`src/rtl/dds_pkg.sv`:
```
// Shared definitions for the two-slope waveform generator.
// Assumes: select codes are 2 bits wide; the unused code behaves as a rising ramp.
package dds_pkg;
    typedef enum logic [1:0] {
        WAVE_RISE     = 2'b00,
        WAVE_FALL     = 2'b01,
        WAVE_SQUARE   = 2'b10,
        WAVE_RISE_ALT = 2'b11
    } wave_e;
endpackage

```
`src/rtl/dds_step_bank.sv`:
```
// Holds the low-half and high-half step values of every channel.
// Assumes: one load strobe updates all channels at the same edge, so
// no channel ever sees a mix of old and new steps.
module dds_step_bank #(
    parameter int NUM_CH  = 2,
    parameter int PHASE_W = 48,
    localparam int BUS_W  = NUM_CH * PHASE_W
) (
    input  logic             clk,
    input  logic             rst_n,
    input  logic             load_i,
    input  logic [BUS_W-1:0] lo_i,
    input  logic [BUS_W-1:0] hi_i,
    output logic [BUS_W-1:0] lo_o,
    output logic [BUS_W-1:0] hi_o
);
    // Capture all step values together on a load strobe.
    always_ff @(posedge clk) begin
        if (!rst_n) begin
            lo_o <= '0;
            hi_o <= '0;
        end else if (load_i) begin
            lo_o <= lo_i;
            hi_o <= hi_i;
        end
    end

    AST_STEP_HOLD: assert property (@(posedge clk) disable iff (!rst_n)
        !load_i |=> ($stable(lo_o) && $stable(hi_o)));
    AST_STEP_LOAD: assert property (@(posedge clk) disable iff (!rst_n)
        load_i |=> (lo_o == $past(lo_i) && hi_o == $past(hi_i)));
endmodule

```
`src/rtl/dds_phase_acc.sv`:
```
// One channel's phase accumulator. The step is chosen by the phase's top bit.
// Priority: clear, then offset add, then the normal step add.
// Assumes: the step inputs are already registered by the step bank.
module dds_phase_acc #(
    parameter int PHASE_W = 48
) (
    input  logic               clk,
    input  logic               rst_n,
    input  logic               clear_i,
    input  logic               offset_hit_i,
    input  logic [PHASE_W-1:0] offset_val_i,
    input  logic [PHASE_W-1:0] step_lo_i,
    input  logic [PHASE_W-1:0] step_hi_i,
    output logic [PHASE_W-1:0] phase_o
);
    logic [PHASE_W-1:0] step_sel;
    logic [PHASE_W-1:0] addend;

    // Choose the step by half-cycle, and let an offset replace it.
    always_comb begin
        step_sel = phase_o[PHASE_W-1] ? step_hi_i : step_lo_i;
        addend   = offset_hit_i ? offset_val_i : step_sel;
    end

    // Advance the phase word once per clock, or clear it.
    always_ff @(posedge clk) begin
        if (!rst_n || clear_i) phase_o <= '0;
        else                   phase_o <= phase_o + addend;
    end

    AST_CLEAR_ZERO: assert property (@(posedge clk) disable iff (!rst_n)
        clear_i |=> (phase_o == '0));
    AST_LO_STEP: assert property (@(posedge clk) disable iff (!rst_n)
        (!clear_i && !offset_hit_i && !phase_o[PHASE_W-1])
        |=> (phase_o == $past(phase_o) + $past(step_lo_i)));
    AST_HI_STEP: assert property (@(posedge clk) disable iff (!rst_n)
        (!clear_i && !offset_hit_i && phase_o[PHASE_W-1])
        |=> (phase_o == $past(phase_o) + $past(step_hi_i)));
    AST_OFFSET: assert property (@(posedge clk) disable iff (!rst_n)
        (!clear_i && offset_hit_i)
        |=> (phase_o == $past(phase_o) + $past(offset_val_i)));
endmodule

```
`src/rtl/dds_wave_out.sv`:
```
// Per-channel waveform select register and registered DAC code.
// Assumes: phase_top_i holds the top CODE_W phase bits; the code is
// formed from the select and phase values present before the edge.
module dds_wave_out
    import dds_pkg::*;
#(
    parameter int CODE_W = 14
) (
    input  logic              clk,
    input  logic              rst_n,
    input  logic              sel_we_i,
    input  logic [1:0]        sel_i,
    input  logic [CODE_W-1:0] phase_top_i,
    output logic [CODE_W-1:0] code_o
);
    wave_e             sel_q;
    logic [CODE_W-1:0] code_d;

    // Hold the selected waveform until the next select load.
    always_ff @(posedge clk) begin
        if (!rst_n)        sel_q <= WAVE_RISE;
        else if (sel_we_i) sel_q <= wave_e'(sel_i);
    end

    // Map the phase bits to a code for the selected waveform.
    always_comb begin
        case (sel_q)
            WAVE_FALL:   code_d = ~phase_top_i;
            WAVE_SQUARE: code_d = {CODE_W{phase_top_i[CODE_W-1]}};
            default:     code_d = phase_top_i;
        endcase
    end

    // Register the code before it leaves the block.
    always_ff @(posedge clk) begin
        if (!rst_n) code_o <= '0;
        else        code_o <= code_d;
    end

    AST_RISE_CODE: assert property (@(posedge clk) disable iff (!rst_n)
        (sel_q == WAVE_RISE || sel_q == WAVE_RISE_ALT)
        |=> (code_o == $past(phase_top_i)));
    AST_FALL_CODE: assert property (@(posedge clk) disable iff (!rst_n)
        (sel_q == WAVE_FALL) |=> (code_o == ~$past(phase_top_i)));
    AST_SQUARE_CODE: assert property (@(posedge clk) disable iff (!rst_n)
        (sel_q == WAVE_SQUARE)
        |=> (code_o == {CODE_W{$past(phase_top_i[CODE_W-1])}}));
    AST_SEL_HOLD: assert property (@(posedge clk) disable iff (!rst_n)
        !sel_we_i |=> $stable(sel_q));
endmodule

```
`src/rtl/dual_slope_dds.sv`:
```
// Top of the dual-channel two-slope waveform generator.
// Each channel has a phase accumulator and a waveform output stage.
// All channels share one step bank, the clear command and the offset command.
// Assumes: every control input is synchronous to clk.
module dual_slope_dds #(
    parameter int NUM_CH  = 2,
    parameter int PHASE_W = 48,
    parameter int CODE_W  = 14,
    localparam int CH_W   = (NUM_CH > 1) ? $clog2(NUM_CH) : 1
) (
    input  logic                      clk,
    input  logic                      rst_n,
    input  logic                      step_load,
    input  logic [NUM_CH*PHASE_W-1:0] step_lo,
    input  logic [NUM_CH*PHASE_W-1:0] step_hi,
    input  logic                      sel_load,
    input  logic [NUM_CH*2-1:0]       wave_sel,
    input  logic                      phase_clear,
    input  logic                      offset_add,
    input  logic [CH_W-1:0]           offset_ch,
    input  logic [PHASE_W-1:0]        offset_val,
    output logic [NUM_CH*CODE_W-1:0]  dac_code
);
    logic [NUM_CH*PHASE_W-1:0] lo_q;
    logic [NUM_CH*PHASE_W-1:0] hi_q;
    logic [NUM_CH*PHASE_W-1:0] phase_bus;

    dds_step_bank #(.NUM_CH(NUM_CH), .PHASE_W(PHASE_W)) u_steps (
        .clk    (clk),
        .rst_n  (rst_n),
        .load_i (step_load),
        .lo_i   (step_lo),
        .hi_i   (step_hi),
        .lo_o   (lo_q),
        .hi_o   (hi_q)
    );

    for (genvar c = 0; c < NUM_CH; c++) begin : g_ch
        logic hit;
        // Route the offset command to the channel it names.
        assign hit = offset_add && (offset_ch == CH_W'(c));

        dds_phase_acc #(.PHASE_W(PHASE_W)) u_acc (
            .clk          (clk),
            .rst_n        (rst_n),
            .clear_i      (phase_clear),
            .offset_hit_i (hit),
            .offset_val_i (offset_val),
            .step_lo_i    (lo_q[c*PHASE_W +: PHASE_W]),
            .step_hi_i    (hi_q[c*PHASE_W +: PHASE_W]),
            .phase_o      (phase_bus[c*PHASE_W +: PHASE_W])
        );

        dds_wave_out #(.CODE_W(CODE_W)) u_out (
            .clk         (clk),
            .rst_n       (rst_n),
            .sel_we_i    (sel_load),
            .sel_i       (wave_sel[c*2 +: 2]),
            .phase_top_i (phase_bus[c*PHASE_W + PHASE_W - CODE_W +: CODE_W]),
            .code_o      (dac_code[c*CODE_W +: CODE_W])
        );
    end
endmodule

```
`config.mk`:
```
export PLATFORM = sky130hd
export DESIGN_NAME = dual_slope_dds
export DESIGN_NICKNAME = d
export VERILOG_FILES = /design/src/rtl/dds_pkg.sv /design/src/rtl/dds_step_bank.sv /design/src/rtl/dds_phase_acc.sv /design/src/rtl/dds_wave_out.sv /design/src/rtl/dual_slope_dds.sv
export SDC_FILE = /design/constraint.sdc
export NUM_CORES = 1
export LEC_CHECK = 0
export BUFFER_PORTS_ARGS = -buffer_cell sky130_fd_sc_hd__buf_2
export CAP_MARGIN = 20
export CORE_ASPECT_RATIO = 0.6
export CORE_UTILIZATION = 30
export CTS_BUF_LIST = sky130_fd_sc_hd__clkbuf_2
export DETAILED_ROUTE_END_ITERATION = 10
export SLEW_MARGIN = 0
export SYNTH_ARGS = -nofsm -noshare
export SYNTH_HDL_FRONTEND = slang
export SYNTH_SLANG_ARGS = --single-unit
```
`constraint.sdc`:
```
create_clock -name clk -period 6.6 [get_ports clk]
set_clock_uncertainty 0.05 [all_clocks]
set_input_delay 1.32 -clock clk [delete_from_list [all_inputs] [get_ports clk]]
set_output_delay 1.32 -clock clk [all_outputs]
set_load 0.01 [all_outputs]
```
==> summary.txt, run 1 <==
Hold buffers post-CTS: 0
CTS max path bufs: 3
Final period util: 0.761
Final wirelength: 59000 um
P per Cell Area: 214 nW/um2
Yosys top cell area share: 0.351
Num CTS Buffers: 88
Critical Path Max Stage Delay: 880 ps
Switching Share: 0.339
Setup Buffers After CTS: 0
Final Slew Violations: 0
Static Leak: 0.00931 uW
Max-Cap Viols: 0
Syn Area/Cell: 8.61 um2
Crit path max fanout: 23
Post-synth EDFFs: 0
CP Launch Type: register
Count leader, synth: dfxtp_1
Root Buffer: clkbuf_2
Status: finished, final reports clean
Fmax: 199 MHz
TritonCTS clock tree: done
Clock Power Share: 0.328
Post-Syn Instances: 2117
Post-Syn Nets: 2468
Initial DRT Pass Iterations: 5
Worst hold slack: 385 ps
Pre-CTS WS: 943 ps
GP Congestion: 0.924
DRC: 0
Seq cells post-synth: 320
Layout area overhead: 15.9%
Combinational power share: 0.203
Buffers on Ports: 278
Hold Crit Class: in -> reg
Worst path required time: 7550 ps
Total negative slack: 0 ps
CP Class: reg -> reg
RSZ-0062 raised after global routing: no
Period minus WS final: 5020 ps
Final setup violation count: 0
Number of synthesis warnings: 0
CORE AREA: 59700 um2
Setup ws final: 1580 ps
Slowest CP cell: dfxtp_2
Antenna-violating nets left: 0
Initial core utilization: 0.306
Routed via count: 16100
Area of the die: 61800 um2
DR vias/cell: 4.95
Area post-placement: 20300 um2
Total track usage: 0.186
Nets: 2718
Sequence of cells on the critical path: buf_4, mux2i_1, o21ai_0, fa_1, a21o_1, a221o_1, a21oi_1, o211ai_1, nand3_1, o21ai_1, a211oi_1, nor4_1, a211o_1
Slew @ Worst Pin: 1060 ps
Initial antenna violation count: 18
Arrival time worst endpoint: 5970 ps
Worst-path clk slew: 110 ps
Net Sw Power: 1530 uW
Synthesized area: 18200 um2
Layout cell share with drive strength beyond 1: 0.185
Worst ir drop on vdd: 0.113 mV
First-pass GRT wire length: 88000 um
Internal: 2990 uW
Finished Cell Area: 21100 um2
Fraction of registers with async set/reset: 0
Vias in the first global route: 15400
H-tree depth: 3
Die height: 193 um
Starting DRT DRC Count: 1053
Row Count: 69
Post-synth cell types: 62
Top_reg_cell synth: dfxtp_1
Resized cells post-CTS: 0
Cell taking the most area after synthesis: dfxtp_1
Clock sinks: 320
Commonest cells in the synthesized netlist: dfxtp_1, mux2i_1, nor2b_1
Largest cells by area after synthesis: dfxtp_1, mux2i_1, nor2b_1
Hold Violations, Final: 0
Sequential fraction of design power: 0.469
Sequential-to-total area share from yosys stat: 0.351
Slew margin rel.: 0.296
Kind of end point of the critical path: register
DP HPWL: 44700 um
Largest net degree at the start of global routing: 115
Clk_lat worst skew: 1140 ps
Die Wd: 320 um
Grt total ovfl: 0
Per-cell routed wire length: 18.1 um
IO Pins: 279
==> state kept, by name, summed over array words and instances (netlist names) <==
signal              cells
g_ch.u_out.code_o      28
g_ch.u_acc.phase_o     96
u_steps.lo_o           96
u_steps.hi_o           96
g_ch.u_out.sel_q        4
==> worst max-delay path, delay by kind of cell (launching register included) <==
family / cells / cell delay (ps)
mux: 1 / 400
simple gates: 2 / 310
buf+inv: 1 / 380
fa+ha+maj: 1 / 460
flops: 1 / 880
compound gates: 8 / 2440
==> through the flow <==
step	instances	total power, uW	utilization
CTS	3249	4600	0.354
detailed placement	3093	3080	0.340
finish	3259	4520	0.354
floorplan	2117	2760	-
global placement	3093	3060	0.340
global route	3256	4820	0.354
==> cell type report <==
type                    count  area, um2
flip-flops and latches    320       6410
multi-input cells        1631      11200
repair buffers            294       1550
diodes                     10       25.0
well taps                 816       1020
inverters                  32        120
clock buffers             127        636
clock inverters            29        155
fillers                  6267      38500
==> layer usage <==
metal	wire [um]	vias to the layer above	share of wire	track usage
met5	49	-	0.00083	0
met4	1490	10	0.025	0.0613
met3	4640	117	0.079	0.0566
li1	-	7989	-	-
met2	23500	469	0.40	0.258
met1	29300	7546	0.50	0.268
==> cell families (layout without fill, tap and decap cells) <==
kind of cell | count (synthesis) | after routing | synth area share
compound gates | 483 | 483 | 0.157
fa+ha+maj | 100 | 100 | 0.0694
buf+inv | 166 | 482 | 0.0344
xor+xnor | 70 | 70 | 0.0336
flops | 320 | 320 | 0.351
simple gates | 679 | 679 | 0.190
other cells | 0 | 10 | 0
mux | 299 | 299 | 0.164
==> worst paths after layout <==
path                                                            from                              endpoint  slack, ps  depth (start not counted)
worst max-delay path            g_ch[0].u_acc.phase_o[47]$_SDFF_PP0_  g_ch[0].u_acc.phase_o[46]$_SDFF_PP0_       1580                         13
worst max register to register  g_ch[0].u_acc.phase_o[47]$_SDFF_PP0_  g_ch[0].u_acc.phase_o[46]$_SDFF_PP0_       1580                         13
worst min-delay path                                     step_lo[65]         u_steps.lo_o[65]$_SDFFE_PN0P_        390                          3
worst min register to register         u_steps.hi_o[61]$_SDFFE_PN0P_         u_steps.hi_o[61]$_SDFFE_PN0P_        470                          2
==> layout by cell type, fill, tap and decap left out, drive strengths merged, types with 5 or more instances in the layout <==
cell type	netlist	layout
o21ai	186	186
and2	9	9
xor2	31	31
o21a	5	5
clkinv	0	26
dfxtp	320	320
nor4	6	6
nand2b	38	38
nor3b	7	7
nand2	181	181
buf	29	294
or4	5	5
o21bai	19	19
a21o	61	61
or3	5	5
a21oi	144	144
a31oi	14	14
inv	32	33
or2	5	5
diode	0	10
nor2	128	128
mux2i	299	299
nand3	21	21
clkbuf	105	127
a211oi	10	10
nand4	29	29
nor3	21	21
ha	98	98
xnor2	39	39
nor2b	206	206
o31ai	8	8
and3	11	11
==> power by group through the flow <==
stage | combinational [uW] | clock, uW | sequential, uW
after floorplan | 618 | 0 | 2150
after global placement | 897 | 0 | 2160
after detailed placement | 909 | 0 | 2170
after CTS | 913 | 1570 | 2120
after global routing | 1010 | 1670 | 2140
final | 919 | 1480 | 2120
No activity file was read; power rests on OpenSTA's default activity.
==> inputs of run 2 (changes only) <==
Clock period 6.6 ns to 4.45 ns, I/O delays scaled along.
==> summary.txt, run 2 (synthesis results as in run 1) <==
GP Congestion: 0.940 (was 0.924)
Die Wd: 320 um (unchanged)
Total negative slack: 0 ps (unchanged)
DP HPWL: 46200 um (was 44700 um)
Total power: 6960 uW (was 4520 uW)
Clock Power Share: 0.312 (was 0.328)
RSZ-0062 raised after global routing: no (unchanged)
Sequential fraction of design power: 0.451 (was 0.469)
Grt total ovfl: 0 (unchanged)
Area post-placement: 21200 um2 (was 20300 um2)
Finished Cell Area: 24100 um2 (was 21100 um2)
Crit path max fanout: 25 (was 23)
Worst ir drop on vdd: 0.163 mV (was 0.113 mV)
Slew margin rel.: 0.240 (was 0.296)
Area of the die: 61800 um2 (unchanged)
Period minus WS final: 4120 ps (was 5020 ps)
Resized cells post-CTS: 0 (unchanged)
Internal: 4630 uW (was 2990 uW)
CP Launch Type: register (unchanged)
Sequential Area: 6410 um2 (unchanged)
Multi-input logic area: 11200 um2 (unchanged)
Clk_lat worst skew: 1150 ps (was 1140 ps)
TritonCTS clock tree: done (unchanged)
Die height: 193 um (unchanged)
Biggest regs: g_ch.u_acc.phase_o x96, u_steps.hi_o x96, u_steps.lo_o x96 (unchanged)
FILL cells: 5994 (was 6267)
Arrival time worst endpoint: 5080 ps (was 5970 ps)
Root Buffer: clkbuf_2 (unchanged)
Layout cell share with drive strength beyond 1: 0.201 (was 0.185)
Critical Path Max Stage Delay: 440 ps (was 880 ps)
Total track usage: 0.198 (was 0.186)
Initial antenna violation count: 9 (was 18)
Fmax: 243 MHz (was 199 MHz)
Kind of end point of the critical path: register (unchanged)
CORE AREA: 59700 um2 (unchanged)
Final period util: 0.926 (was 0.761)
Antenna-violating nets left: 0 (unchanged)
CTS max path bufs: 3 (unchanged)
Placed Instances: 3206 (was 3093)
Starting DRT DRC Count: 1449 (was 1053)
Worst-path clk slew: 130 ps (was 110 ps)
Sequence of cells on the critical path: buf_12, mux2i_1, buf_4, o21ai_0, ha_1, and3_1, a221o_1, a21oi_1, o211ai_1, nand3_1, o21ai_1, a211oi_1, buf_4, and4_1, a211o_1 (was buf_4, mux2i_1, o21ai_0, fa_1, a21o_1, a221o_1, a21oi_1, o211ai_1, nand3_1, o21ai_1, a211oi_1, nor4_1, a211o_1)
Final setup violation count: 0 (unchanged)
Largest net degree at the start of global routing: 121 (was 115)
Per-cell routed wire length: 17.7 um (was 18.1 um)
Worst path required time: 5410 ps (was 7550 ps)
DR vias/cell: 4.91 (was 4.95)
Most frequent CP cell: buf_4
Commonest non-fill, non-tap cell in the layout: dfxtp_1 (unchanged)
Num CTS Buffers: 85 (was 88)
Combinational power share: 0.236 (was 0.203)
Hold Crit Class: in -> reg (unchanged)
First-pass GRT wire length: 95100 um (was 88000 um)
Static Leak: 0.0107 uW (was 0.00931 uW)
Most frequent cells in the layout: dfxtp_1, mux2i_1, buf_2, dlygate4sd3_1, nor2b_1 (was dfxtp_1, mux2i_1, buf_2, nor2b_1, o21ai_0)
Net Sw Power: 2330 uW (was 1530 uW)
Buffers on Ports: 278 (unchanged)
Row Count: 69 (unchanged)
Slew @ Worst Pin: 1140 ps (was 1060 ps)
IO Pins: 279 (unchanged)
Initial core utilization: 0.306 (unchanged)
Final Slew Violations: 0 (unchanged)
DRC: 0 (unchanged)
Clock sinks: 320 (unchanged)
Max-Cap Viols: 0 (unchanged)
Final wirelength: 63100 um (was 59000 um)
P per Cell Area: 289 nW/um2 (was 214 nW/um2)
Utilization of the core after routing: 0.404 (was 0.354)
Status: finished, final reports clean (unchanged)
Slowest CP cell: o21ai_1 (was dfxtp_2)
Layout area overhead: 32.0% (was 15.9%)
Initial DRT Pass Iterations: 7 (was 5)
H-tree depth: 3 (unchanged)
Nets: 3037 (was 2718)
Routed via count: 17500 (was 16100)
Hold Violations, Final: 0 (unchanged)
Cell Count, Final, Fillers Out: 3569 (was 3259)
CP Class: reg -> reg (unchanged)
Vias in the first global route: 17000 (was 15400)
Switching Share: 0.335 (was 0.339)
[run 2: stage by stage]
step / hold WS [ps] / setup WS [ps]
floorplan: 432 / 54.0
global placement: 445 / -76.4
detailed placement: 452 / -37.5
CTS: 6.17 / 343
global route: 108 / 163
finish: 165 / 330
[run 2: worst paths after layout]
check,startpoint,depth (start not counted),endpoint,slack (ps)
max,g_ch[0].u_acc.phase_o[47]$_SDFF_PP0_,15,g_ch[0].u_acc.phase_o[46]$_SDFF_PP0_,330
min,sel_load,3,g_ch[1].u_out.sel_q[1]$_SDFFE_PN0P_,160
max reg2reg,g_ch[0].u_acc.phase_o[47]$_SDFF_PP0_,15,g_ch[0].u_acc.phase_o[46]$_SDFF_PP0_,330
min reg2reg,u_steps.hi_o[64]$_SDFFE_PN0P_,2,u_steps.hi_o[64]$_SDFFE_PN0P_,470
[run 2: routing by layer]
metal / vias up / track usage / wire length (um)
met4: 2 / 0.0616 / 1500
met5: - / 0 / 11
met2: 571 / 0.287 / 26300
li1: 8604 / - / -
met3: 114 / 0.0534 / 4380
met1: 8237 / 0.283 / 30900
[run 2: worst max-delay path: cells and delay by family (launching register included)]
| kind | cells | cell delay, ps |
|---|---|---|
| muxes | 1 | 390 |
| and+or+nand+nor | 3 | 550 |
| adders and majority gates | 1 | 370 |
| DFF | 1 | 390 |
| AOI/OAI and AO/OA | 7 | 1620 |
| buffers and inverters | 3 | 610 |
[run 2: cell type report]
type                       count  share of cell area
antenna                       12             0.00125
clock buffer                 114              0.0237
clock inverter                28             0.00722
inverter                      32             0.00499
multi-input combinational   1631               0.466
sequential                   320               0.266
tap                          816              0.0424
timing repair buffer         616               0.189
[run 2: power groups by stage]
| stage | clock network (uW) | logic [uW] | registers (uW) |
|---|---|---|---|
| after floorplan | 0 | 917 | 3180 |
| after global placement | 0 | 1450 | 3200 |
| after detailed placement | 0 | 1470 | 3200 |
| after CTS | 2280 | 1620 | 3140 |
| after global routing | 2430 | 1790 | 3160 |
| final | 2170 | 1640 | 3140 |
[run 2: timing repair]
| item | in CTS | in global routing |
|---|---|---|
| hold endpoints to repair | 203 | 0 |
| hold buffers | 209 | 0 |
| buffers inserted | 0 | 0 |
| setup endpoints to repair | 0 | 0 |
==> inputs of run 3 (changes only) <==
Settings changed: GPL_ROUTABILITY_DRIVEN set to 0.
Clock period 4.45 ns to 4.31 ns, I/O delays scaled along.
==> summary.txt, run 3 (synthesis results as in run 1) <==
Hold Crit Class: in -> reg (unchanged)
DR vias/cell: 4.89 (was 4.91)
Slowest CP cell: or4_4 (was o21ai_1)
Nets: 3051 (was 3037)
Worst-path clk slew: 120 ps (was 130 ps)
Final wirelength: 62100 um (was 63100 um)
Most frequent cells in the layout: dfxtp_1, mux2i_1, buf_2, nor2b_1, dlygate4sd3_1 (was dfxtp_1, mux2i_1, buf_2, dlygate4sd3_1, nor2b_1)
Clk_lat worst skew: 1120 ps (was 1150 ps)
Static Leak: 0.0108 uW (was 0.0107 uW)
Commonest non-fill, non-tap cell in the layout: dfxtp_1 (unchanged)
Critical Path Max Stage Delay: 540 ps (was 440 ps)
Status: finished, final reports clean (unchanged)
Die Wd: 320 um (unchanged)
Grt total ovfl: 0 (unchanged)
Slew @ Worst Pin: 965 ps (was 1140 ps)
WP buf/inv: 2 (was 3)
Starting DRT DRC Count: 1298 (was 1449)
Die height: 193 um (unchanged)
Utilization of the core after routing: 0.405 (was 0.404)
Initial core utilization: 0.306 (unchanged)
CP Launch Type: register (unchanged)
Final setup violation count: 0 (unchanged)
Buffers on Ports: 278 (unchanged)
Arrival time worst endpoint: 4780 ps (was 5080 ps)
Root Buffer: clkbuf_2 (unchanged)
Cell Count, Final, Fillers Out: 3584 (was 3569)
Final period util: 0.899 (was 0.926)
Max-Cap Viols: 0 (unchanged)
Num CTS Buffers: 85 (unchanged)
Kind of end point of the critical path: register (unchanged)
Final Slew Violations: 0 (unchanged)
DRC: 0 (unchanged)
Total track usage: 0.196 (was 0.198)
CP Class: reg -> reg (unchanged)
First-pass GRT wire length: 94300 um (was 95100 um)
Switching Share: 0.334 (was 0.335)
Worst ir drop on vdd: 0.160 mV (was 0.163 mV)
H-tree depth: 3 (unchanged)
Sequential fraction of design power: 0.451 (about the same)
Crit path max fanout: 11 (was 25)
TritonCTS clock tree: done (unchanged)
Biggest regs: g_ch.u_acc.phase_o x96, u_steps.hi_o x96, u_steps.lo_o x96 (unchanged)
Slew margin rel.: 0.357 (was 0.240)
Worst path required time: 5210 ps (was 5410 ps)
Internal: 4810 uW (was 4630 uW)
P per Cell Area: 298 nW/um2 (was 289 nW/um2)
Vias in the first global route: 17300 (was 17000)
Clock Power Share: 0.315 (was 0.312)
Net Sw Power: 2410 uW (was 2330 uW)
Worst path top cell family by delay: compound AO/OA/AOI/OAI gates (unchanged)
Routed via count: 17500 (about the same)
Fmax: 258 MHz (was 243 MHz)
Clock sinks: 320 (unchanged)
Layout cell share with drive strength beyond 1: 0.210 (was 0.201)
Combinational power share: 0.234 (was 0.236)
Total negative slack: 0 ps (unchanged)
Period minus WS final: 3870 ps (was 4120 ps)
Initial antenna violation count: 11 (was 9)
Placed Instances: 3231 (was 3206)
Sequence of cells on the critical path: buf_12, mux2i_1, buf_4, o21ai_0, ha_1, o211ai_1, o21bai_2, o2111a_1, or2_1, a31oi_2, o211a_4, or4_4, a2111oi_4, nor4_1 (was buf_12, mux2i_1, buf_4, o21ai_0, ha_1, and3_1, a221o_1, a21oi_1, o211ai_1, nand3_1, o21ai_1, a211oi_1, buf_4, and4_1, a211o_1)
Area of the die: 61800 um2 (unchanged)
IO Pins: 279 (unchanged)
CTS max path bufs: 3 (unchanged)
CORE AREA: 59700 um2 (unchanged)
Hold Violations, Final: 0 (unchanged)
Layout area overhead: 32.6% (was 32.0%)
Row Count: 69 (unchanged)
DP HPWL: 45500 um (was 46200 um)
Resized cells post-CTS: 0 (unchanged)
Per-cell routed wire length: 17.3 um (was 17.7 um)
Initial DRT Pass Iterations: 5 (was 7)
Largest net degree at the start of global routing: 138 (was 121)
Antenna-violating nets left: 0 (unchanged)
RSZ-0062 raised after global routing: no (unchanged)
-- run 3: repair_timing --
item / CTS / global route
endpoints found under the hold margin: 196 / 0
hold buffers: 197 / 0
buffers inserted: 0 / 0
-- run 3: worst paths after layout --
path	startpoint	to	slack, ps	cells after the start
worst min-delay path	sel_load	g_ch[0].u_out.sel_q[1]$_SDFFE_PN0P_	160	3
worst min register to register	g_ch[0].u_acc.phase_o[36]$_SDFF_PP0_	g_ch[0].u_out.code_o[2]$_SDFF_PN0_	430	2
worst max-delay path	g_ch[0].u_acc.phase_o[47]$_SDFF_PP0_	g_ch[0].u_acc.phase_o[47]$_SDFF_PP0_	440	14
worst max register to register	g_ch[0].u_acc.phase_o[47]$_SDFF_PP0_	g_ch[0].u_acc.phase_o[47]$_SDFF_PP0_	440	14
-- run 3: power groups by stage --
stage	Combinational [uW]	Clock [uW]	Sequential, uW
final	1690	2270	3250
after CTS	1670	2380	3250
after global placement	1490	0	3310
after detailed placement	1520	0	3320
after global routing	1860	2540	3270
after floorplan	947	0	3290
-- run 3: worst min-delay path: cells and delay by family --
family | cells | cell delay, ps
buf+inv | 1 | 180
mux | 1 | 160
simple gates | 1 | 50
-- run 3: layer usage --
| metal | vias to the layer above | routed length (um) | part of all wire | global-route usage |
|---|---|---|---|---|
| li1 | 8639 | - | - | - |
| met1 | 8193 | 29200 | 0.47 | 0.267 |
| met2 | 565 | 26500 | 0.43 | 0.299 |
| met4 | 4 | 1590 | 0.026 | 0.0651 |
| met3 | 120 | 4810 | 0.077 | 0.0526 |
| met5 | - | 15 | 0.00024 | 0 |
-- run 3: area by class of cell --
cell class | instances | area, um2
clock inverter | 33 | 195
fill | 5873 | 35500
clock buffer | 116 | 581
inverter | 32 | 120
tap | 816 | 1020
sequential | 320 | 6410
timing repair buffer | 630 | 4620
multi-input combinational | 1631 | 11200
antenna | 6 | 15.0
-- run 3: stage by stage --
stage          setup slack, ps  power, uW  cell area, um2  hold slack, ps
2_1_floorplan             18.8       4230           18200             432
3_3_place_gp             -41.3       4800           21400             445
3_5_place_dp             -69.3       4840           21400             451
4_1_cts                    404       7300           24100            8.60
5_1_grt                   71.0       7670           24200            72.2
6_report                   436       7210           24200             157
